File: config.mk
export PLATFORM = sky130hd
export DESIGN_NAME = cd_timer
export DESIGN_NICKNAME = d
export VERILOG_FILES = /design/src/rtl/cd_timer.sv
export SDC_FILE = /design/constraint.sdc
export NUM_CORES = 1
export LEC_CHECK = 0
export ABC_AREA = 1
export CAP_MARGIN = 5
export CORE_ASPECT_RATIO = 1.2
export CORE_UTILIZATION = 60
export CTS_CLUSTER_DIAMETER = 80
export DETAILED_ROUTE_END_ITERATION = 8
export DONT_BUFFER_PORTS = 1
export PLACE_DENSITY = 0.82
export SLEW_MARGIN = 40
export SYNTH_ARGS = -nofsm -noshare
export SYNTH_HDL_FRONTEND = slang
export SYNTH_SLANG_ARGS = --single-unit
File: constraint.sdc
create_clock -name clk -period 3.05 [get_ports clk]
set_clock_uncertainty 0.1 [all_clocks]
set_input_delay 0.4575 -clock clk [delete_from_list [all_inputs] [get_ports clk]]
set_output_delay 0.4575 -clock clk [all_outputs]
set_load 0.01 [all_outputs]
File: src/rtl/cd_timer.sv
module cd_timer #(
  parameter int CNT_W  = 29,
  parameter int ADDR_W = 4
) (
  input  logic              clk,
  input  logic              rst_n,
  input  logic              tick,
  input  logic              wr_en,
  input  logic [ADDR_W-1:0] wr_addr,
  input  logic [31:0]       wr_data,
  input  logic [ADDR_W-1:0] rd_addr,
  output logic [31:0]       rd_data,
  output logic              irq
);
  localparam logic [ADDR_W-1:0] A_TRIG = ADDR_W'(0);
  localparam logic [ADDR_W-1:0] A_CTRL = ADDR_W'(4);
  localparam logic [ADDR_W-1:0] A_CNT  = ADDR_W'(8);
  localparam int EN_B  = 31;
  localparam int RPT_B = 30;
  localparam int CLR_B = 30;

  logic             en_q, rpt_q;
  logic [CNT_W-1:0] load_q, cnt_q;

  logic wr_trig, clr, expire;
  assign wr_trig = wr_en && (wr_addr == A_TRIG);
  assign clr     = wr_en && (wr_addr == A_CTRL) && wr_data[CLR_B];
  assign expire  = en_q && tick && !wr_trig && (cnt_q == '0);

  always_ff @(posedge clk) begin
    if (!rst_n) begin
      en_q   <= 1'b0;
      rpt_q  <= 1'b0;
      load_q <= '0;
      cnt_q  <= '0;
    end else if (wr_trig) begin
      en_q   <= wr_data[EN_B];
      rpt_q  <= wr_data[RPT_B];
      load_q <= wr_data[CNT_W-1:0];
      cnt_q  <= wr_data[CNT_W-1:0];
    end else if (expire) begin
      if (rpt_q) cnt_q <= load_q;
      else       en_q  <= 1'b0;
    end else if (en_q && tick) begin
      cnt_q <= cnt_q - 1'b1;
    end
  end

  always_ff @(posedge clk) begin
    if (!rst_n)      irq <= 1'b0;
    else if (expire) irq <= 1'b1;
    else if (clr)    irq <= 1'b0;
  end

  always_comb begin
    rd_data = '0;
    case (rd_addr)
      A_TRIG: begin
        rd_data[CNT_W-1:0] = load_q;
        rd_data[EN_B]      = en_q;
        rd_data[RPT_B]     = rpt_q;
      end
      A_CTRL:  rd_data[CLR_B]     = irq;
      A_CNT:   rd_data[CNT_W-1:0] = cnt_q;
      default: rd_data = '0;
    endcase
  end

  p_step_r2: assert property (@(posedge clk) disable iff (!rst_n)
    (en_q && tick && !wr_trig && cnt_q != '0) |=> cnt_q == $past(cnt_q) - 1'b1);
  p_fire_r2: assert property (@(posedge clk) disable iff (!rst_n)
    (en_q && tick && !wr_trig && cnt_q == '0) |=> irq);
  p_oneshot_r4: assert property (@(posedge clk) disable iff (!rst_n)
    (en_q && !rpt_q && tick && !wr_trig && cnt_q == '0) |=> (!en_q && cnt_q == '0));
  p_reload_r5: assert property (@(posedge clk) disable iff (!rst_n)
    (en_q && rpt_q && tick && !wr_trig && cnt_q == '0) |=> cnt_q == $past(load_q));
  p_sticky_r7: assert property (@(posedge clk) disable iff (!rst_n)
    (irq && !(wr_en && wr_addr == A_CTRL && wr_data[CLR_B])) |=> irq);
  p_clr_r7: assert property (@(posedge clk) disable iff (!rst_n)
    (wr_en && wr_addr == A_CTRL && wr_data[CLR_B] && !(en_q && tick && !wr_trig && cnt_q == '0)) |=> !irq);
  p_hold_r10: assert property (@(posedge clk) disable iff (!rst_n)
    (!wr_trig && (!tick || !en_q)) |=> $stable(cnt_q));
  p_restart_r9: assert property (@(posedge clk) disable iff (!rst_n)
    wr_trig |=> cnt_q == $past(wr_data[CNT_W-1:0]));
endmodule

==> out/results.txt, run 1 <==
The run finished with clean final reports. The core area is 6170 um^2, and the total number of H-tree levels is 3. At the end of routability-driven placement, the weighted congestion stood at 0.942. The maximum root-to-sink buffer count came out at 2.

After clock tree synthesis, the clock-pin slew on the worst setup and hold paths is 0.07 ns. The worst setup path is captured at a flip-flop. Subtracting the final worst setup slack from the clock period gives 2.43 ns. In this run, synthesis produced a sequential element count of 61. The area added between synthesis and finish is 5.12%, and the setup-violating endpoint count in the final report is 0.

The transition time of the tightest slew-check pin is 0.720 ns, and the routed length per placed instance is 15.7 um. Setup repair after global routing left no endpoint under its margin. For this block, the routed nets add up to 11.6 mm of wire. Buffers placed on the I/O ports in this run total 0.

The logs give 0.638 for the effective utilization at floorplan and 0 for the initial antenna violation count. The number of pins exceeding their max-slew limit in the final report is 0, and the final net count is 701. The fraction of the cycle the final worst path needs is 0.797.

Derived from the worst setup path, the maximum achievable clock frequency is 411 MHz. The logs give 591 for the count of filler cells inserted in the layout and 31 for the row count. In this run the static leakage power is 1.85 nW. The fraction of the yosys area taken by sequential cells was 0.310. For this block, the initial DRC count from the detailed router was 402.

The post-route DRC violation count is 0, and the final standard cell area without fillers is 4140 um^2. The tools report the type of origin of the critical path as a flip-flop. The first global-routing pass estimated 19.1 mm of wire.

The detailed-router iteration count before antenna repair was 5; the arrival time reported for the critical path endpoint was 2.57 ns. Worst max-slew margin expressed relative to the limit: 0.518. For the overall power consumption, the log shows 2.03 mW. The horizontal die dimension works out to 75.9 um.

Max-cap violations in this run came to 0. STA puts the critical path data required time at 3.19 ns. In the routed layout, each cell is associated on average with a via count of 5.84. The via count of the first global-routing pass came out at 4111. IR analysis of the VDD net gives a maximum drop of 0.325 mV.

The die covers 6890 um^2. During I/O placement, the number of pins put on the boundary was 77. From bottom edge to top edge, the die measures 90.7 um.

The run gives 0.35 ns as the insertion delay to the later sink of the worst-skew pair. The count of nets left with antenna violations once routing finished came out at 0. Synthesis produced 670 cells. The run gives 0 as the hold violation total from the final report. The largest fanout of any net on the critical path was 34. The layout cell share with drive strength beyond 1 works out to 0.0713. The area of the mapped netlist was 3930 um^2; the distinct cell type count of the synthesized netlist was 24. Once placement finished, the instance area stood at 3940 um^2. Each instance of the synthesized netlist takes up on average 5.87 um^2. Buffers inserted during clock tree synthesis total 9. The count of warnings emitted by yosys is 0, and the number of clock sinks is 61. Cell area power density: 490 nW/um^2. The min-delay analysis places its worst path in the category input pin to flip-flop. The leftover overflow at the end of global routing was 0; the pin count of the biggest net entering global routing was 35. TritonCTS built the clock tree. The synthesized netlist net count was 716; the post-CTS setup buffer count was 0. The routed layout has 4324 vias. Hold repair after CTS inserted 0 buffers. The number of antenna diodes in the final layout is 0. The tree is rooted in a sky130_fd_sc_hd__clkbuf_8. The logs give 7.85 mm for the HPWL after detailed placement and 0.349 for the total routing usage reported by global routing.

The setup total negative slack is 0 ns. The critical path is of the flip-flop to flip-flop type. For the number of gates resized after CTS, the log shows 0.
==> state kept, by name (all words and copies together), names as in the netlist <==
register / count
rpt_q: 1
cnt_q: 29
irq: 1
load_q: 29
en_q: 1
==> power breakdown <==
| part | switching, mW | internal (mW) | leakage (nW) | total, mW |
|---|---|---|---|---|
| logic | 0.297 | 0.144 | 1.26 | 0.441 |
| clock network | 0.332 | 0.418 | 0.0947 | 0.750 |
| registers | 0.0179 | 0.816 | 0.494 | 0.834 |
| total | 0.647 | 1.38 | 1.85 | 2.03 |
==> layout make-up <==
type / instances / area, um^2 / share of cell area
clock buffer: 12 / 155 / 0.0375
clock inverter: 3 / 45.0 / 0.0109
inverter: 47 / 176 / 0.0427
multi-input combinational: 526 / 2360 / 0.571
sequential: 61 / 1220 / 0.295
tap: 82 / 103 / 0.0248
timing repair buffer: 10 / 75.1 / 0.0182
==> critical path, stage by stage, from the launching register on <==
cell and delay (ns):
sky130_fd_sc_hd__dfxtp_1 0.31, sky130_fd_sc_hd__inv_1 0.15, sky130_fd_sc_hd__ha_1 0.18, sky130_fd_sc_hd__nand3_1 0.07, sky130_fd_sc_hd__nor2_1 0.10, sky130_fd_sc_hd__nand2_1 0.09
sky130_fd_sc_hd__nor2_4 0.13, sky130_fd_sc_hd__nand3_2 0.25, sky130_fd_sc_hd__nand2_2 0.64, sky130_fd_sc_hd__nand2_1 0.12, sky130_fd_sc_hd__nand2_1 0.11, sky130_fd_sc_hd__nor2_1 0.05
==> Yosys cell counts <==
| cell | number | area [um^2] |
|---|---|---|
| sky130_fd_sc_hd__a21oi_1 | 56 | 280 |
| sky130_fd_sc_hd__a21oi_2 | 4 | 35.0 |
| sky130_fd_sc_hd__buf_1 | 2 | 7.51 |
| sky130_fd_sc_hd__buf_2 | 7 | 35.0 |
| sky130_fd_sc_hd__buf_4 | 4 | 30.0 |
| sky130_fd_sc_hd__buf_6 | 3 | 33.8 |
| sky130_fd_sc_hd__clkbuf_1 | 20 | 75.1 |
| sky130_fd_sc_hd__conb_1 | 1 | 3.75 |
| sky130_fd_sc_hd__dfxtp_1 | 61 | 1220 |
| sky130_fd_sc_hd__ha_1 | 2 | 25.0 |
| sky130_fd_sc_hd__inv_1 | 47 | 176 |
| sky130_fd_sc_hd__nand2_1 | 218 | 818 |
| sky130_fd_sc_hd__nand2_2 | 4 | 25.0 |
| sky130_fd_sc_hd__nand3_1 | 95 | 475 |
| sky130_fd_sc_hd__nand3_2 | 1 | 10.0 |
| sky130_fd_sc_hd__nand3b_1 | 1 | 7.51 |
| sky130_fd_sc_hd__nand4_1 | 10 | 62.6 |
| sky130_fd_sc_hd__nor2_1 | 79 | 297 |
| sky130_fd_sc_hd__nor2_2 | 7 | 43.8 |
| sky130_fd_sc_hd__nor2_4 | 2 | 22.5 |
| sky130_fd_sc_hd__o21ai_0 | 39 | 195 |
| sky130_fd_sc_hd__o22ai_1 | 1 | 6.26 |
| sky130_fd_sc_hd__or2_2 | 2 | 12.5 |
| sky130_fd_sc_hd__xor2_1 | 4 | 35.0 |
==> metrics by stage <==
stage / hold slack (ns) / instances / setup WS (ns) / utilization
floorplan: 0.365 / 670 / 1.09 / -
CTS: 0.126 / 741 / 0.663 / 0.671
finish: 0.134 / 741 / 0.619 / 0.671
global placement: 0.376 / 726 / 0.714 / 0.638
global route: 0.126 / 741 / 0.439 / 0.671
detailed placement: 0.382 / 726 / 0.666 / 0.638
==> routing by layer <==
layer  part of all wire  GRT usage  wire length (um)  up-vias
li1                   -          -                 -     2137
met3              0.081     0.0727               941       31
met2               0.49      0.630              5730      195
met1               0.40      0.392              4650     1961
met5                  0          0                 0        -
met4              0.025      0.154               288        0
==> cells by family (layout without fill, tap and decap cells) <==
logic type               count (synthesis)  count (layout)  synth area share
AO/OA/AOI/OAI                          100             100             0.131
XOR/XNOR                                 4               4           0.00890
adder cells (fa/ha/maj)                  2               2           0.00636
buffers and inverters                   83              72            0.0910
flip-flops                              61              61             0.310
other                                    1               1          0.000953
AND/OR/NAND/NOR                        419             419             0.451
==> worst paths after layout <==
check / start / slack, ns / cells past startpoint / to
worst max register to register: cnt_q[0] / 0.62 / 11 / cnt_q[2]
worst max-delay path: cnt_q[0] / 0.62 / 11 / cnt_q[2]
worst min-delay path: rst_n / 0.13 / 2 / cnt_q[18]
worst min register to register: load_q[14] / 0.39 / 2 / load_q[14]
==> placed cells by master (no fill, tap or decap) <==
| cell type | n |
|---|---|
| sky130_fd_sc_hd__ha_1 | 2 |
| sky130_fd_sc_hd__nand3_1 | 95 |
| sky130_fd_sc_hd__nor2_4 | 2 |
| sky130_fd_sc_hd__nand2_1 | 218 |
| sky130_fd_sc_hd__o22ai_1 | 1 |
| sky130_fd_sc_hd__o21ai_0 | 39 |
| sky130_fd_sc_hd__conb_1 | 1 |
| sky130_fd_sc_hd__inv_1 | 46 |
| sky130_fd_sc_hd__nor2_1 | 77 |
| sky130_fd_sc_hd__nand4_1 | 10 |
| sky130_fd_sc_hd__or2_2 | 2 |
| sky130_fd_sc_hd__bufinv_16 | 1 |
| sky130_fd_sc_hd__clkinvlp_4 | 2 |
| sky130_fd_sc_hd__nor2_2 | 9 |
| sky130_fd_sc_hd__dfxtp_1 | 61 |
| sky130_fd_sc_hd__clkbuf_8 | 11 |
| sky130_fd_sc_hd__nand2_2 | 4 |
| sky130_fd_sc_hd__nand3b_1 | 1 |
| sky130_fd_sc_hd__nand3_2 | 1 |
| sky130_fd_sc_hd__xor2_1 | 4 |
| sky130_fd_sc_hd__inv_2 | 1 |
| sky130_fd_sc_hd__a21oi_1 | 56 |
| sky130_fd_sc_hd__buf_4 | 10 |
| sky130_fd_sc_hd__clkbuf_1 | 1 |
| sky130_fd_sc_hd__a21oi_2 | 4 |
No activity file was read; power rests on OpenSTA's default activity.
==> inputs of run 2 (changes only) <==
==> constraint.sdc (replaced) <==
create_clock -name clk -period 2.37 [get_ports clk]
set_clock_uncertainty 0.1 [all_clocks]
set_input_delay 0.3555 -clock clk [delete_from_list [all_inputs] [get_ports clk]]
set_output_delay 0.3555 -clock clk [all_outputs]
set_load 0.01 [all_outputs]
==> out/results.txt, run 2 (synthesized netlist as in run 1, its figures left out) <==
The met3 wire length was 996 um (was 941 um). The run gives 4.83 mm (was 4.65 mm) as the wire length on met1. The logs give 0 (unchanged) for the number of pins exceeding their max-slew limit in the final report and 480 MHz (was 411 MHz) for the achievable frequency. The hold violation total from the final report is 0 (unchanged).

The share of total power in sequential cells was 0.420 (was 0.412); the required time of the critical path was 2.50 ns (was 3.19 ns). The run gives 568 (was 591) as the count of filler cells inserted in the layout. The type of origin of the critical path was a flip-flop (unchanged).

The share of total power in the clock network came out at 0.344 (was 0.371). The area added between synthesis and finish was 12.6% (was 5.12%); the horizontal die dimension was 75.9 um (unchanged). The maximum cell stage delay along the critical path works out to 0.32 ns (was 0.64 ns). Commonest cells after routing, fill and taps aside: 218 x sky130_fd_sc_hd__nand2_1, 95 x sky130_fd_sc_hd__nand3_1, 77 x sky130_fd_sc_hd__nor2_1, 61 x sky130_fd_sc_hd__dfxtp_1, 56 x sky130_fd_sc_hd__a21oi_1 (unchanged). The critical path start-end classification is flip-flop to flip-flop (unchanged). The maximum root-to-sink buffer count came out at 2 (unchanged). The tools report the buffer type at the clock tree root as sky130_fd_sc_hd__clkbuf_8 (unchanged).

Setup total negative slack: 0 ns (unchanged). Path category of the worst min-delay check: input pin to flip-flop (unchanged). The tools report the number of design-rule violations left by the first detailed-router iteration as 357 (was 402). The startpoint of the most critical hold path is rst_n (unchanged). The run gives 0 (unchanged) as the number of antenna-violating nets in the routed design.

The minimum setup slack among reg-to-reg paths was 0.29 ns (was 0.62 ns); the leftover overflow at the end of global routing was 0 (unchanged). Largest registers: cnt_q: 29 flops, load_q: 29 flops (unchanged). The layout cell share with drive strength beyond 1 is 0.121 (was 0.0713), and the relative contribution of combinational cells to total power is 0.236 (was 0.218).

The logs give 739 (was 701) for the final net count and 0 (unchanged) for the number of max-capacitance violations reported. The run gives 6890 um^2 (unchanged) as the total die area. First element of the critical path: cnt_q[0] (unchanged). Worst max-slew margin expressed relative to the limit: 0.654 (was 0.518). The run gives 6170 um^2 (unchanged) as the core area. The detailed-router iteration count before antenna repair is 5 (unchanged), and the switching part of the total is 0.319 (was 0.320).

Post-route DRC violation count: 0 (unchanged). The total clock buffers created by CTS is 9 (unchanged). For the post-CTS setup buffer count, the log shows 0 (unchanged). The top routing layer in use is met4 (unchanged). The tools report the source of the worst register-to-register timing path as cnt_q[0] (unchanged). The I/O pin count was 77 (unchanged). The net load switching power was 814 uW (was 647 uW); the effective utilization at floorplan was 0.638 (unchanged). Cell area power density: 577 nW/um^2 (was 490 nW/um^2).

The average vias per placed instance is 5.78 (was 5.84). Leading cell type in the layout, fill and taps excluded: sky130_fd_sc_hd__nand2_1 (unchanged). The static leakage is 2.07 nW (was 1.85 nW). The largest fanout of any net on the critical path works out to 8 (was 34). TritonCTS built the clock tree. The setup-violating endpoint count in the final report is 0 (unchanged), and the routed length per placed instance is 15.7 um (about the same).

The logs give 4360 (was 4111) for the via count of the first global-routing pass and 1220 um^2 (unchanged) for the sequential standard cell area. The number of diodes added for antenna fixing was 0 (unchanged); the number of port buffers was 0 (unchanged). The run gives 4497 (was 4324) as the via total after detailed routing. The tools report the total number of H-tree levels as 3 (unchanged). The final routed wirelength across all metal layers is 12.2 mm (was 11.6 mm), and the largest voltage drop on the vdd net is 0.445 mV (was 0.325 mV). The HPWL after detailed placement was 8.37 mm (was 7.85 mm).

The number of hold buffers added after cts was 0 (unchanged). The type of element capturing the critical path was a flip-flop (unchanged). The routability congestion estimate was 0.931 (was 0.942). The first-pass GRT wire length was 19.9 mm (was 19.1 mm). The number of gates resized after CTS was 0 (unchanged); the pin count of the biggest net entering global routing was 33 (was 35). The logs give 2.21 ns (was 2.57 ns) for the arrival time reported for the critical path endpoint and 4430 um^2 (was 4140 um^2) for the final standard cell area without fillers.

Area of the multi-input gates: 2360 um^2 (unchanged). The initial antenna violation count is 0 (unchanged), and the transition time of the tightest slew-check pin is 0.518 ns (was 0.720 ns). For the total routing usage reported by global routing, the log shows 0.364 (was 0.349). The shortest clock period the worst path allows after layout is 2.08 ns (was 2.43 ns), and the clock-pin slew reported for the worst setup and hold paths after clock tree synthesis is 0.07 ns (about the same). The row count was 31 (unchanged). Wire length on met2: 6.12 mm (was 5.73 mm).

The internal power is 1.74 mW (was 1.38 mW). Setup repair after global routing left no endpoint under its margin. The flow ran to the end, and the final reports show no timing, DRC or antenna violations. Cells along the critical path: inv_1 -> ha_1 -> nand2_1 -> nor2_1 -> buf_4 -> nand3_1 -> nand2_1 -> nand3_1 -> a21oi_1 -> nor2_1 (was inv_1 -> ha_1 -> nand3_1 -> nor2_1 -> nand2_1 -> nor2_4 -> nand3_2 -> nand2_2 -> nand2_1 -> nand2_1 -> nor2_1). The number of clock sinks is 61 (unchanged), and the die boundary height is 90.7 um (unchanged). The worst-path cell with the longest stage delay was sky130_fd_sc_hd__nor2_1 (was sky130_fd_sc_hd__nand2_2).

For the area after detailed placement, the log shows 4250 um^2 (was 3940 um^2). Insertion delay to the later sink of the worst-skew pair: 0.34 ns (was 0.35 ns). The fraction of the cycle the final worst path needs came out at 0.879 (was 0.797).
-- run 2: cell types whose count changed in the layout (fill, tap and decap cells not counted) --
cell                         delta
sky130_fd_sc_hd__buf_4         +36
sky130_fd_sc_hd__buf_12         +2
sky130_fd_sc_hd__bufinv_16      -1
sky130_fd_sc_hd__clkbuf_8       +2
sky130_fd_sc_hd__inv_1          +1
sky130_fd_sc_hd__clkbuf_1       -1
sky130_fd_sc_hd__clkinvlp_4     -2
sky130_fd_sc_hd__inv_2          -1
sky130_fd_sc_hd__clkinv_2       +1
-- run 2: layout make-up --
cell class	count	area share
inverter	47	0.0398
tap	82	0.0232
clock buffer	13	0.0404
timing repair buffer	48	0.0870
multi-input combinational	526	0.533
clock inverter	1	0.00113
sequential	61	0.276
-- run 2: path summary, 6_finish.rpt --
path                              endpoint  cells past startpoint
worst max-delay path             cnt_q[24]                     10
worst min-delay path             cnt_q[16]                      2
worst max register to register   cnt_q[24]                     10
worst min register to register  load_q[12]                      2
-- run 2: worst max-delay path, delay by kind of cell, from the launching register on --
kind | cells | cell delay, ns
flip-flops | 1 | 0.31
buffers and inverters | 2 | 0.36
AND/OR/NAND/NOR | 6 | 0.80
adder cells (fa/ha/maj) | 1 | 0.21
AO/OA/AOI/OAI | 1 | 0.19
-- run 2: through the flow --
step           hold WS (ns)  power (mW)  std cells   util  worst slack, ns
2_1_floorplan         0.365        1.54        670      -            0.615
4_1_cts              0.0282        2.56        778  0.718            0.306
5_1_grt              0.0371        2.68        778  0.718            0.133
3_5_place_dp          0.380        1.69        764  0.688            0.319
6_report             0.0377        2.55        778  0.718            0.288
3_3_place_gp          0.376        1.67        764  0.688            0.387
-- run 2: layer usage --
metal,vias up,global-route usage
li1,2208,-
met1,2040,0.420
met2,218,0.640
met3,31,0.0687
met4,0,0.181
met5,-,0
-- run 2: power groups by stage --
stage	sequential (mW)	clock (mW)	combinational, mW
final	1.07	0.878	0.603
after global routing	1.08	0.922	0.678
after CTS	1.07	0.886	0.597
after detailed placement	1.10	0	0.592
after global placement	1.09	0	0.579
after floorplan	1.09	0	0.449
